===== src/rtl/pfg_pkg.sv =====
package pfg_pkg;

  // Supply level classes, ordered so that a lower value is a worse supply
  typedef enum logic [1:0] {
    LVL_LOW  = 2'd0,
    LVL_PROT = 2'd1,
    LVL_OK   = 2'd2
  } lvl_e;

  typedef enum logic [2:0] {
    ST_SEALED     = 3'd0,
    ST_POWERED    = 3'd1,
    ST_PROTECTED  = 3'd2,
    ST_BATTERY    = 3'd3,
    ST_RECOVERING = 3'd4
  } st_e;

  // Both flags high: full function. Both low: below switchover.
  // Anything else, including the impossible pair, counts as protected.
  function automatic lvl_e classify(input logic above_prot, input logic above_swo);
    if (above_prot && above_swo)        return LVL_OK;
    else if (!above_prot && !above_swo) return LVL_LOW;
    else                                return LVL_PROT;
  endfunction

endpackage


===== src/rtl/pfg_sync.sv =====
module pfg_sync #(
  parameter int WIDTH  = 2,
  parameter int STAGES = 2
) (
  input  logic             clk,
  input  logic             rst,
  input  logic [WIDTH-1:0] d_async,
  output logic [WIDTH-1:0] q_sync
);

  logic [WIDTH-1:0] stage_q [STAGES];

  generate
    for (genvar s = 0; s < STAGES; s++) begin : g_stage
      if (s == 0) begin : g_first
        always_ff @(posedge clk) begin
          if (rst) stage_q[0] <= '0;
          else     stage_q[0] <= d_async;
        end
      end else begin : g_next
        always_ff @(posedge clk) begin
          if (rst) stage_q[s] <= '0;
          else     stage_q[s] <= stage_q[s-1];
        end
      end
    end
  endgenerate

  assign q_sync = stage_q[STAGES-1];

endmodule


===== src/rtl/pfg_level_filter.sv =====
module pfg_level_filter
  import pfg_pkg::*;
#(
  parameter int DEBOUNCE_CYCLES = 16
) (
  input  logic clk,
  input  logic rst,
  input  lvl_e lvl_raw,
  output lvl_e lvl_use
);

  localparam int DW = (DEBOUNCE_CYCLES > 1) ? $clog2(DEBOUNCE_CYCLES) : 1;
  localparam logic [DW-1:0] LAST = DW'(DEBOUNCE_CYCLES - 1);

  lvl_e          lvl_held;
  lvl_e          lvl_cand;
  logic [DW-1:0] cnt;

  // Downgrades are taken at once; upgrades need a steady run of samples
  always_ff @(posedge clk) begin
    if (rst) begin
      lvl_held <= LVL_LOW;
      lvl_cand <= LVL_LOW;
      cnt      <= '0;
    end else begin
      lvl_cand <= lvl_raw;
      if (lvl_raw < lvl_held) begin
        lvl_held <= lvl_raw;
        cnt      <= '0;
      end else if ((lvl_raw == lvl_held) || (lvl_raw != lvl_cand)) begin
        cnt <= '0;
      end else if (cnt == LAST) begin
        lvl_held <= lvl_raw;
        cnt      <= '0;
      end else begin
        cnt <= cnt + 1'b1;
      end
    end
  end

  // The worse of the live sample and the held level drives the sequencer,
  // so a falling supply bypasses the filter register
  always_comb begin
    if (lvl_raw < lvl_held) lvl_use = lvl_raw;
    else                    lvl_use = lvl_held;
  end

endmodule


===== src/rtl/pfg_lockout.sv =====
module pfg_lockout #(
  parameter int RECOVERY_CYCLES = 200000
) (
  input  logic clk,
  input  logic rst,
  input  logic run,
  output logic done
);

  localparam int CW = (RECOVERY_CYCLES > 1) ? $clog2(RECOVERY_CYCLES) : 1;
  localparam logic [CW-1:0] LAST = CW'(RECOVERY_CYCLES - 1);

  logic [CW-1:0] cnt;

  assign done = run && (cnt == LAST);

  // Leaving the recovery state clears the count, so any re-entry restarts it
  always_ff @(posedge clk) begin
    if (rst || !run) cnt <= '0;
    else if (!done)  cnt <= cnt + 1'b1;
  end

endmodule


===== src/rtl/pfg_fsm.sv =====
module pfg_fsm
  import pfg_pkg::*;
(
  input  logic clk,
  input  logic rst,
  input  lvl_e lvl_use,
  input  logic lock_done,
  output logic recovering,
  output logic wr_block,
  output logic out_hiz,
  output logic bat_sel,
  output logic seal_intact
);

  st_e  st_q;
  st_e  st_nxt;
  logic seal_q;

  always_comb begin
    st_nxt = st_q;
    unique case (st_q)
      ST_SEALED: begin
        if (lvl_use == LVL_OK) st_nxt = ST_RECOVERING;
      end
      ST_RECOVERING: begin
        if (lvl_use == LVL_LOW)       st_nxt = ST_BATTERY;
        else if (lvl_use == LVL_PROT) st_nxt = ST_PROTECTED;
        else if (lock_done)           st_nxt = ST_POWERED;
      end
      ST_POWERED: begin
        if (lvl_use == LVL_LOW)       st_nxt = ST_BATTERY;
        else if (lvl_use == LVL_PROT) st_nxt = ST_PROTECTED;
      end
      ST_PROTECTED: begin
        if (lvl_use == LVL_LOW)       st_nxt = ST_BATTERY;
        else if (lvl_use == LVL_OK)   st_nxt = ST_RECOVERING;
      end
      ST_BATTERY: begin
        if (lvl_use == LVL_PROT)      st_nxt = ST_PROTECTED;
        else if (lvl_use == LVL_OK)   st_nxt = ST_RECOVERING;
      end
      default: st_nxt = ST_SEALED;
    endcase
  end

  // Outputs are registered from the next state so they change in the
  // same cycle as the state register
  always_ff @(posedge clk) begin
    if (rst) begin
      st_q     <= ST_SEALED;
      seal_q   <= 1'b1;
      wr_block <= 1'b1;
      out_hiz  <= 1'b1;
      bat_sel  <= 1'b0;
    end else begin
      st_q     <= st_nxt;
      if (st_q == ST_SEALED && st_nxt != ST_SEALED) seal_q <= 1'b0;
      wr_block <= (st_nxt != ST_POWERED);
      out_hiz  <= (st_nxt != ST_POWERED);
      bat_sel  <= (st_nxt == ST_BATTERY);
    end
  end

  assign recovering  = (st_q == ST_RECOVERING);
  assign seal_intact = seal_q;

endmodule


===== src/rtl/pfail_guard.sv =====
module pfail_guard
  import pfg_pkg::*;
#(
  parameter int SYNC_STAGES     = 2,
  parameter int DEBOUNCE_CYCLES = 16,
  parameter int RECOVERY_CYCLES = 200000
) (
  input  logic clk,
  input  logic rst,
  input  logic supply_above_prot,
  input  logic supply_above_swo,
  output logic wr_block,
  output logic out_hiz,
  output logic bat_sel,
  output logic seal_intact
);

  localparam int NFLAGS = 2;

  logic [NFLAGS-1:0] flags_sync;
  lvl_e              lvl_raw;
  lvl_e              lvl_use;
  logic              recovering;
  logic              lock_done;

  pfg_sync #(
    .WIDTH  (NFLAGS),
    .STAGES (SYNC_STAGES)
  ) u_sync (
    .clk     (clk),
    .rst     (rst),
    .d_async ({supply_above_prot, supply_above_swo}),
    .q_sync  (flags_sync)
  );

  assign lvl_raw = classify(flags_sync[1], flags_sync[0]);

  pfg_level_filter #(
    .DEBOUNCE_CYCLES (DEBOUNCE_CYCLES)
  ) u_filter (
    .clk     (clk),
    .rst     (rst),
    .lvl_raw (lvl_raw),
    .lvl_use (lvl_use)
  );

  pfg_lockout #(
    .RECOVERY_CYCLES (RECOVERY_CYCLES)
  ) u_lockout (
    .clk  (clk),
    .rst  (rst),
    .run  (recovering),
    .done (lock_done)
  );

  pfg_fsm u_fsm (
    .clk         (clk),
    .rst         (rst),
    .lvl_use     (lvl_use),
    .lock_done   (lock_done),
    .recovering  (recovering),
    .wr_block    (wr_block),
    .out_hiz     (out_hiz),
    .bat_sel     (bat_sel),
    .seal_intact (seal_intact)
  );

endmodule


===== config.mk =====
export PLATFORM = sky130hd
export DESIGN_NAME = pfail_guard
export DESIGN_NICKNAME = d
export VERILOG_FILES = /design/src/rtl/pfg_pkg.sv /design/src/rtl/pfg_sync.sv /design/src/rtl/pfg_level_filter.sv /design/src/rtl/pfg_lockout.sv /design/src/rtl/pfg_fsm.sv /design/src/rtl/pfail_guard.sv
export SDC_FILE = /design/constraint.sdc
export NUM_CORES = 1
export LEC_CHECK = 0
export BUFFER_PORTS_ARGS = -buffer_cell sky130_fd_sc_hd__buf_2
export CORE_ASPECT_RATIO = 0.7
export CORE_MARGIN = 2
export CORE_UTILIZATION = 45
export DETAILED_ROUTE_END_ITERATION = 7
export PLACE_DENSITY = 0.6
export RECOVER_POWER = 25
export SYNTH_ARGS = -nofsm -noshare
export SYNTH_HDL_FRONTEND = slang
export SYNTH_SLANG_ARGS = --single-unit

===== constraint.sdc =====
create_clock -name clk -period 2.9 [get_ports clk]
set_clock_uncertainty 0.15 [all_clocks]
set_input_delay 0.435 -clock clk [delete_from_list [all_inputs] [get_ports clk]]
set_output_delay 0.435 -clock clk [all_outputs]
set_load 0.01 [all_outputs]

==> results of run 1 <==
[worst max-delay path by stage]
stage                              start       endpoint  slack, ns  depth (start not counted)
global placement    u_sync.stage_q[1][0]  u_fsm.bat_sel       0.74                          7
global route        u_sync.stage_q[1][0]  u_fsm.bat_sel       0.56                          7
detailed placement  u_sync.stage_q[1][0]  u_fsm.bat_sel       0.70                          7
floorplan           u_sync.stage_q[1][0]  u_fsm.bat_sel       0.81                          7
finish              u_sync.stage_q[1][0]  u_fsm.bat_sel       0.70                          7
CTS                 u_sync.stage_q[1][0]  u_fsm.bat_sel       0.69                          7
[metrics by stage]
stage / hold slack (ns) / util, % / worst slack, ns / area, µm² / std cells
after CTS: 0.203 / 52.1 / 0.694 / 1830 / 242
after detailed placement: 0.279 / 49.0 / 0.704 / 1720 / 234
after global routing: 0.237 / 51.9 / 0.561 / 1820 / 242
after floorplan: 0.264 / - / 0.806 / 1640 / 180
after global placement: 0.275 / 49.0 / 0.743 / 1720 / 234
final: 0.209 / 51.9 / 0.701 / 1820 / 242
[flip-flops by register name (all words and copies together) (netlist names)]
signal	count
u_sync.stage_q	4
u_fsm.st_q	3
u_filter.lvl_held	2
u_lockout.cnt	18
u_fsm.seal_intact	1
u_fsm.bat_sel	1
u_fsm.wr_block	1
u_filter.cnt	4
u_filter.lvl_cand	2
[power groups by stage]
stage,Sequential (µW),Combinational [µW],Clock [µW]
after global routing,511,47.2,459
after floorplan,521,32.1,0
after detailed placement,521,41.9,0
after global placement,521,41.3,0
after CTS,510,42.0,433
final,510,40.8,425
[cell families after synthesis]
kind of cell / Yosys count
compound gates: 27
flops: 36
fa+ha+maj: 6
buf+inv: 11
xor+xnor: 15
mux: 3
simple gates: 82
[synthesized netlist by cell type]
library cell,number
dfxtp_1,36
o31ai_1,2
o21ai_0,4
nand3_1,10
and3_1,3
nand2_1,9
nor4_1,1
and2b_1,1
ha_1,6
nor3_1,2
buf_2,1
clkbuf_1,2
nor2b_1,7
and4bb_2,1
o211ai_1,3
a21o_1,2
or4_1,3
nand4b_4,1
xnor2_1,5
buf_4,1
mux2i_1,3
a31oi_1,1
or3_1,4
and2_1,4
nor2_4,1
nor2_1,27
o211a_1,3
or3b_4,1
xor2_1,10
a21oi_1,8
inv_1,7
nor4b_2,1
o21ai_1,2
nand4_1,5
o21bai_1,1
nor4bb_1,1
a41oi_1,1
[routing by layer]
metal,part of all wire (%),vias to the layer above
met5,0,-
met2,42,24
met3,4.1,2
met1,53,586
li1,-,652
met4,0.58,0
[cell type report]
type,instances,area share [%]
well taps,50,3.43
flip-flops and latches,36,39.5
inverters,7,1.44
repair buffers,8,1.99
clock buffers,6,3.98
multi-input cells,133,47.7
clock inverters,2,1.92
==> flow_summary_export.csv, run 1 <==
group,metric,value,unit
status,status,"finished, final reports clean",
final_layout,drive_gt1_share,7.81,%
placed_design,dp_hpwl,2170,µm
synthesis,syn-num-nets,190,
final_layout,seq_area,721,µm²
floorplan,die_area,4150,µm²
worst_setup_path,path_max_fanout,5,
synthesis,synth_cells,180,
global_routing,busiest_layer,"met2",
sta,final-hold-violation-count,0,
final_layout,syn_to_final_growth,11.4,%
final_layout,fill_cells,330,
worst_hold_path,hold_path_end,"u_sync.stage_q[0][1]",
synthesis,syn_avg_cell_area,9.10,µm²
sta,max-slew-margin-rel,57.7,%
clocking,clockBufferDepth,2,
global_routing,grt_max_degree,18,
synthesis,synth_mux_area_share,1.83,%
global_routing,globalRouteMet3Util,5.12,%
clocking,clock_latency,0.28,ns
placed_design,io_buffers,7,
sta,min_period,2.20,ns
clocking,cts_tree,"built",
synthesis,synth_top_family_by_area,"simple AND/OR/NAND/NOR gates",
clocking,clkSlewWorstSetupHoldPaths,0.07,ns
worst_setup_path,crit_path_start_kind,"register",
global_routing,track_usage,16.0,%
worst_setup_path,cp_num_buf_inv,0,
worst_setup_path,slowest_delay,0.36,ns
worst_setup_path,worstSetupPathType,"reg2reg",
clocking,cts_setup_buffers,0,
pwr,seqPwrFrac,52.2,%
placed_design,place_congestion,0.771,
synthesis,synth_top_area_share,44.0,%
drt,vias,1264,
synthesis,synth-compound-area-share,10.7,%
synthesis,netlist_area,1640,µm²
worst_setup_path,arrival,2.23,ns
final_layout,final_common_cell,"dfxtp_1",
pwr,power.total,976,µW
worst_setup_path,cp_slowest_cell,"or3_1",
clocking,cts_root_buf,"clkbuf_8",
global_routing,antenna_found_initial,0,
floorplan,core,3510,µm²
job,cap_violations,0,
pwr,vdd_ir_drop_max,312,µV
clocking,post_cts_resized,0,
global_routing,grt_overflow,0,
worst_setup_path,reg2regPathDepth,7,
synthesis,synth-seq-cells,36,
worst_setup_path,cpMostUsedCell,"ha_1",
pwr,p_sw_share,20.5,%
drt,vias_per_cell,5.22,
sta,fmax,0.455,GHz
drt,drc,0,
worst_setup_path,rr_endpoint,"u_fsm.bat_sel",
worst_setup_path,crit_path_end_kind,"register",
floorplan,start_util,46.6,%
synthesis,synth-seq-area-share,44.0,%
drt,route.detailed.wl_per_inst,12.1,µm
worst_setup_path,critical_path.top_delay_family,"simple AND/OR/NAND/NOR gates",
synthesis,ys_warn_count,0,
synthesis,yosys-top-cells-area,"dfxtp_1 44%, nor2_1 6.2%, xor2_1 5.3%",
worst_setup_path,reg2reg_from,"u_sync.stage_q[1][0]",
sta,max_slew.worst_pin.slew,0.626,ns
global_routing,first_global_vias,1160,
synthesis,ys_types,37,
synthesis,yosys.area_share.simple,28.0,%
floorplan,ios,8,
worst_setup_path,required,2.93,ns
drt,postRouteAntennaNets,0,
sta,final_max_slew_viol_count,0,
global_routing,grt_use_met1,20.4,%
floorplan,die_h,54.5,µm
worst_hold_path,hold_start,"supply_above_prot",
clocking,cts_made_buffers,5,
clocking,cts-htree-levels,2,
pwr,intPower,776,µW
drt,drt-pass1-iter-count,4,
floorplan,die_w,76.1,µm
sta,finalCritPeriodShare,75.8,%
worst_setup_path,path_cells,"ha_1 > ha_1 > nor2b_1 > or3_1 > and2_1 > o211a_1 > and2b_1",
pwr,pwr-share-clk,43.6,%
worst_hold_path,min_path_type,"in2reg",
synthesis,synthAdderAreaFrac,4.58,%
drt,routed_wl,2940,µm
global_routing,gr-usage-met2,25.7,%
sta,rsz0062_at_grt,"no",
synthesis,synth-xor-area-share,8.02,%
worst_hold_path,whs_path_depth,2,
pwr,power.net_switching,200,µW
final_layout,final_cell_mix,"36 x dfxtp_1, 27 x nor2_1, 10 x xor2_1, 10 x nand3_1, 9 x nand2_1",
pwr,power.density,535,nW/µm²
final_layout,multi_input_area,871,µm²
synthesis,synth_top_area_cell,"dfxtp_1",
worst_setup_path,reg2reg_slack,0.70,ns
clocking,clock_sinks,36,
pwr,comb_power_share,4.2,%
pwr,power.leakage,0.000713,µW
sta,tns,0,ns
final_layout,antenna_cells,0,
drt,drt_iter0_markers,81,
final_layout,fin_nets,201,
sta,setup_viol,0,
clocking,cts.hold.buffers_added,0,
floorplan,rows,18,
global_routing,grt_pass1_wl,5070,µm
No activity file was read; power rests on OpenSTA's default activity.
==> run 2: changes to the inputs <==
- clock period: 2.9 -> 2.2 ns (I/O delays scaled with it)
==> flow_summary_export.csv, run 2 (synthesis results as in run 1) <==
group,metric,value,unit
status,status,"finished, final reports clean",
worst_setup_path,reg2reg_slack,0.13,ns
drt,drc,0,
pwr,vdd_ir_drop_max,406,µV
final_layout,multi_input_area,911,µm²
worst_setup_path,path_max_fanout,4,
worst_setup_path,cp_num_buf_inv,0,
floorplan,die_area,4150,µm²
final_layout,drive_gt1_share,11.9,%
sta,max_slew.worst_pin.slew,0.616,ns
worst_setup_path,reg2regPathDepth,7,
pwr,power.leakage,0.000727,µW
sta,rsz0062_at_grt,"no",
worst_setup_path,crit_path_end_kind,"register",
drt,drt_iter0_markers,104,
drt,vias,1265,
floorplan,start_util,46.6,%
clocking,cts-htree-levels,2,
global_routing,first_global_vias,1159,
final_layout,reg_top3,"u_lockout.cnt: 18 flops, u_filter.cnt: 4 flops, u_sync.stage_q: 4 flops",
sta,setup_viol,0,
sta,min_period,2.07,ns
job,cap_violations,0,
clocking,cts_made_buffers,5,
final_layout,final_cell_mix,"36 x dfxtp_1, 27 x nor2_1, 10 x xor2_1, 10 x nand3_1, 9 x nand2_1",
worst_setup_path,required,2.23,ns
global_routing,grt_max_degree,17,
sta,final-hold-violation-count,0,
clocking,cts_root_buf,"clkbuf_8",
final_layout,final_common_cell,"dfxtp_1",
floorplan,rows,18,
worst_setup_path,slowest_delay,0.37,ns
worst_setup_path,cpMostUsedCell,"ha_4",
drt,drt-pass1-iter-count,4,
sta,fmax,0.483,GHz
drt,postRouteAntennaNets,0,
worst_setup_path,startpoint,"u_sync.stage_q[1][0]",
clocking,cts.hold.buffers_added,0,
placed_design,io_buffers,7,
global_routing,antenna_found_initial,0,
sta,max-slew-margin-rel,59.0,%
worst_setup_path,rr_endpoint,"u_fsm.bat_sel",
sta,final_max_slew_viol_count,0,
clocking,clock_latency,0.28,ns
clocking,clkSlewWorstSetupHoldPaths,0.07,ns
worst_setup_path,worstSetupEndpoint,"u_fsm.bat_sel",
worst_hold_path,min_path_type,"in2reg",
global_routing,track_usage,16.4,%
worst_setup_path,reg2reg_from,"u_sync.stage_q[1][0]",
worst_setup_path,crit_path_start_kind,"register",
clocking,cts_tree,"built",
placed_design,dp_hpwl,2140,µm
drt,routed_wl,3040,µm
placed_design,place_congestion,0.820,
drt,route.detailed.wl_per_inst,12.5,µm
worst_setup_path,path_cells,"ha_4 > ha_4 > nor2b_2 > or3_4 > and2_1 > o211a_1 > and2b_1",
final_layout,top_register,"u_lockout.cnt",
final_layout,fin_util,53.5,%
drt,vias_per_cell,5.18,
worst_setup_path,cp_slowest_cell,"dfxtp_1",
clocking,cts_setup_buffers,0,
final_layout,syn_to_final_growth,14.7,%
final_layout,antenna_cells,0,
sta,finalCritPeriodShare,94.1,%
floorplan,ios,8,
pwr,power.density,689,nW/µm²
floorplan,core,3510,µm²
floorplan,die_w,76.1,µm
global_routing,grt_pass1_wl,5220,µm
final_layout,fill_cells,351,
sta,tns,0,ns
floorplan,die_h,54.5,µm
worst_setup_path,critical_path.top_delay_family,"simple AND/OR/NAND/NOR gates",
clocking,clockBufferDepth,2,
final_layout,fin_nets,203,
final_layout,largest_register_ffs,18,
worst_setup_path,cp_num_cells,7,
clocking,clock_sinks,36,
final_layout,seq_area,721,µm²
worst_setup_path,worstSetupPathType,"reg2reg",
global_routing,grt_overflow,0,
worst_setup_path,arrival,2.10,ns
[run 2: layout make-up]
class | instances | area share (%)
Inverter | 7 | 1.40
Tap cell | 50 | 3.33
Sequential cell | 36 | 38.3
Multi-Input combinational cell | 133 | 48.5
Clock inverter | 2 | 1.86
Clock buffer | 6 | 3.86
Timing Repair Buffer | 10 | 2.73
[run 2: stage by stage]
stage                     setup WS (ns)  power, µW  hold slack (ns)  instance area, µm²  std cells
after floorplan                   0.106        729            0.264                1640        180
after global placement            0.101        741            0.277                1740        236
after detailed placement         0.0326        742            0.276                1740        236
after CTS                        0.0222       1310           0.0977                1850        244
after global routing             0.0451       1360            0.120                1880        244
final                             0.131       1290            0.103                1880        244
[run 2: worst min path at each step]
stage                           end  cells after the start                  from  slack [ns]
2_1_floorplan  u_sync.stage_q[1][0]                      1  u_sync.stage_q[0][0]        0.26
3_3_place_gp   u_sync.stage_q[1][1]                      1  u_sync.stage_q[0][1]        0.28
3_5_place_dp   u_sync.stage_q[1][1]                      1  u_sync.stage_q[0][1]        0.28
4_1_cts        u_sync.stage_q[0][0]                      2      supply_above_swo         0.1
5_1_grt        u_sync.stage_q[0][0]                      2      supply_above_swo        0.12
6_report       u_sync.stage_q[0][0]                      2      supply_above_swo        0.10
[run 2: power by group]
group	internal, µW	total [µW]	switching (µW)
combinational	26.0	59.6	33.6
clock	336	563	227
sequential	664	673	9.10
total	1030	1290	269
[run 2: timing repair]
| action | CTS | global route |
|---|---|---|
| hold endpoints to repair | 0 | 0 |
| endpoints found under the setup margin | 0 | 2 |
| gates resized for setup | 0 | 7 |
[run 2: metal layers]
metal / GRT usage [%] / part of all wire [%]
met5: 0 / 0
met4: 9.09 / 1.9
met3: 4.46 / 4.8
met2: 25.4 / 42
met1: 21.4 / 51
[run 2: worst reg2reg max path: stages, from the launching register on]
cell     delay [ns]
dfxtp_1        0.37
ha_4           0.16
ha_4           0.19
nor2b_2        0.16
or3_4          0.35
and2_1         0.18
o211a_1        0.25
and2b_1        0.16
==> run 3: changes to the inputs <==
- ABC_CLOCK_PERIOD_IN_PS: not set -> 2200
- CELL_PAD_IN_SITES_DETAIL_PLACEMENT: not set -> 1
- CELL_PAD_IN_SITES_GLOBAL_PLACEMENT: not set -> 1
- PLACE_DENSITY: 0.6 -> 0.74
==> flow_summary_export.csv, run 3 (synthesis results as in run 1) <==
group,metric,value,unit
status,status,"finished, final reports clean",
final_layout,syn_to_final_growth,13.3,%
sta,tns,0,ns
clocking,cts_root_buf,"clkbuf_8",
placed_design,io_buffers,7,
final_layout,multi_input_area,883,µm²
drt,postRouteAntennaNets,0,
global_routing,grt_overflow,0,
pwr,power.total,1310,µW
sta,min_period,2.09,ns
worst_setup_path,crit_path_start_kind,"register",
clocking,cts-htree-levels,2,
drt,vias_per_cell,5.21,
final_layout,final_cell_mix,"36 x dfxtp_1, 27 x nor2_1, 10 x xor2_1, 10 x nand3_1, 9 x nand2_1",
final_layout,antenna_cells,0,
sta,max_slew.worst_pin.slew,0.654,ns
global_routing,antenna_found_initial,0,
global_routing,first_global_vias,1256,
worst_setup_path,cp_slowest_cell,"or3_4",
global_routing,grt_pass1_wl,5930,µm
pwr,power.leakage,0.000727,µW
worst_setup_path,path_max_fanout,4,
pwr,power.density,704,nW/µm²
floorplan,die_h,54.5,µm
drt,vias,1272,
global_routing,gr-usage-met2,31.0,%
sta,setup_viol,0,
job,cap_violations,0,
global_routing,grt_use_met1,24.6,%
pwr,vdd_ir_drop_max,457,µV
final_layout,final-instance-count-excl-fill,244,
sta,fin_ws,0.107,ns
sta,final_max_slew_viol_count,0,
final_layout,top_register,"u_lockout.cnt",
clocking,clock_latency,0.28,ns
worst_hold_path,min_path_type,"in2reg",
floorplan,die_w,76.1,µm
clocking,cts.hold.buffers_added,0,
drt,drt-pass1-iter-count,4,
floorplan,die_area,4150,µm²
clocking,clkSlewWorstSetupHoldPaths,0.07,ns
worst_setup_path,slowest_delay,0.35,ns
worst_setup_path,path_cells,"ha_2 > ha_1 > nor2b_2 > or3_4 > and2_4 > o211a_1 > and2b_1",
clocking,clockBufferDepth,2,
final_layout,drive_gt1_share,11.9,%
floorplan,start_util,46.6,%
worst_setup_path,reg2reg_slack,0.11,ns
clocking,cts_setup_buffers,0,
clocking,cts_made_buffers,5,
drt,route.detailed.wl_per_inst,14.6,µm
sta,finalCritPeriodShare,95.1,%
global_routing,grt_max_degree,17,
clocking,clock_sinks,36,
floorplan,rows,18,
sta,rsz0062_at_grt,"no",
placed_design,dp_hpwl,2580,µm
placed_design,placed_cells,236,
worst_setup_path,critical_path.top_delay_family,"simple AND/OR/NAND/NOR gates",
final_layout,seq_area,721,µm²
global_routing,track_usage,18.6,%
floorplan,ios,8,
final_layout,final_common_cell,"dfxtp_1",
placed_design,place_congestion,0.759,
sta,final-hold-violation-count,0,
final_layout,reg_top3,"u_lockout.cnt: 18 flops, u_filter.cnt: 4 flops, u_sync.stage_q: 4 flops",
sta,max-slew-margin-rel,56.4,%
worst_setup_path,worstSetupPathType,"reg2reg",
drt,drc,0,
worst_setup_path,required,2.23,ns
drt,routed_wl,3570,µm
global_routing,busiest_layer,"met2",
drt,drt_iter0_markers,31,
sta,fmax,0.478,GHz
worst_setup_path,arrival,2.13,ns
clocking,cts_tree,"built",
worst_setup_path,crit_path_end_kind,"register",
worst_setup_path,cp_num_buf_inv,0,
global_routing,globalRouteMet3Util,4.95,%
placed_design,pre_cts_ws,0.0248,ns
final_layout,fill_cells,436,
floorplan,core,3510,µm²
final_layout,fin_nets,203,
final_layout,largest_register_ffs,18,
[run 3: through the flow]
| stage | hold WS (ns) | instance area (µm²) | util, % |
|---|---|---|---|
| 2_1_floorplan | 0.264 | 1640 | - |
| 3_3_place_gp | 0.278 | 1740 | 49.5 |
| 3_5_place_dp | 0.281 | 1740 | 49.5 |
| 4_1_cts | 0.0947 | 1850 | 52.6 |
| 5_1_grt | 0.101 | 1860 | 52.8 |
| 6_report | 0.0979 | 1860 | 52.8 |
[run 3: path summary, 6_finish.rpt]
kind / startpoint / end / depth (start not counted)
min: supply_above_swo / u_sync.stage_q[0][0] / 2
max reg2reg: u_sync.stage_q[1][0] / u_fsm.bat_sel / 7
min reg2reg: u_sync.stage_q[0][1] / u_sync.stage_q[1][1] / 1
max: u_sync.stage_q[1][0] / u_fsm.bat_sel / 7
[run 3: timing repair]
item	4_1_cts	5_1_grt
resized for setup	0	6
endpoints found under the hold margin	0	0
endpoints found under the setup margin	0	4
[run 3: cell type report]
type	instances	area share, %
multi-input cells	133	47.6
flip-flops and latches	36	38.8
clock buffers	5	3.71
well taps	50	3.37
repair buffers	10	2.76
clock inverters	3	2.29
inverters	7	1.42
[run 3: per-layer routing]
layer  vias up  part of all wire, %
met3         4                  3.4
li1        654                    -
met5         -                    0
met1       598                   52
met4         0                 0.48
met2        16                   44
[run 3: power by group]
| part | switching, µW | total, µW | internal [µW] |
|---|---|---|---|
| Clock | 240 | 575 | 335 |
| Combinational | 34.2 | 58.3 | 24.2 |
| Sequential | 9.89 | 673 | 663 |
| Total | 284 | 1310 | 1020 |
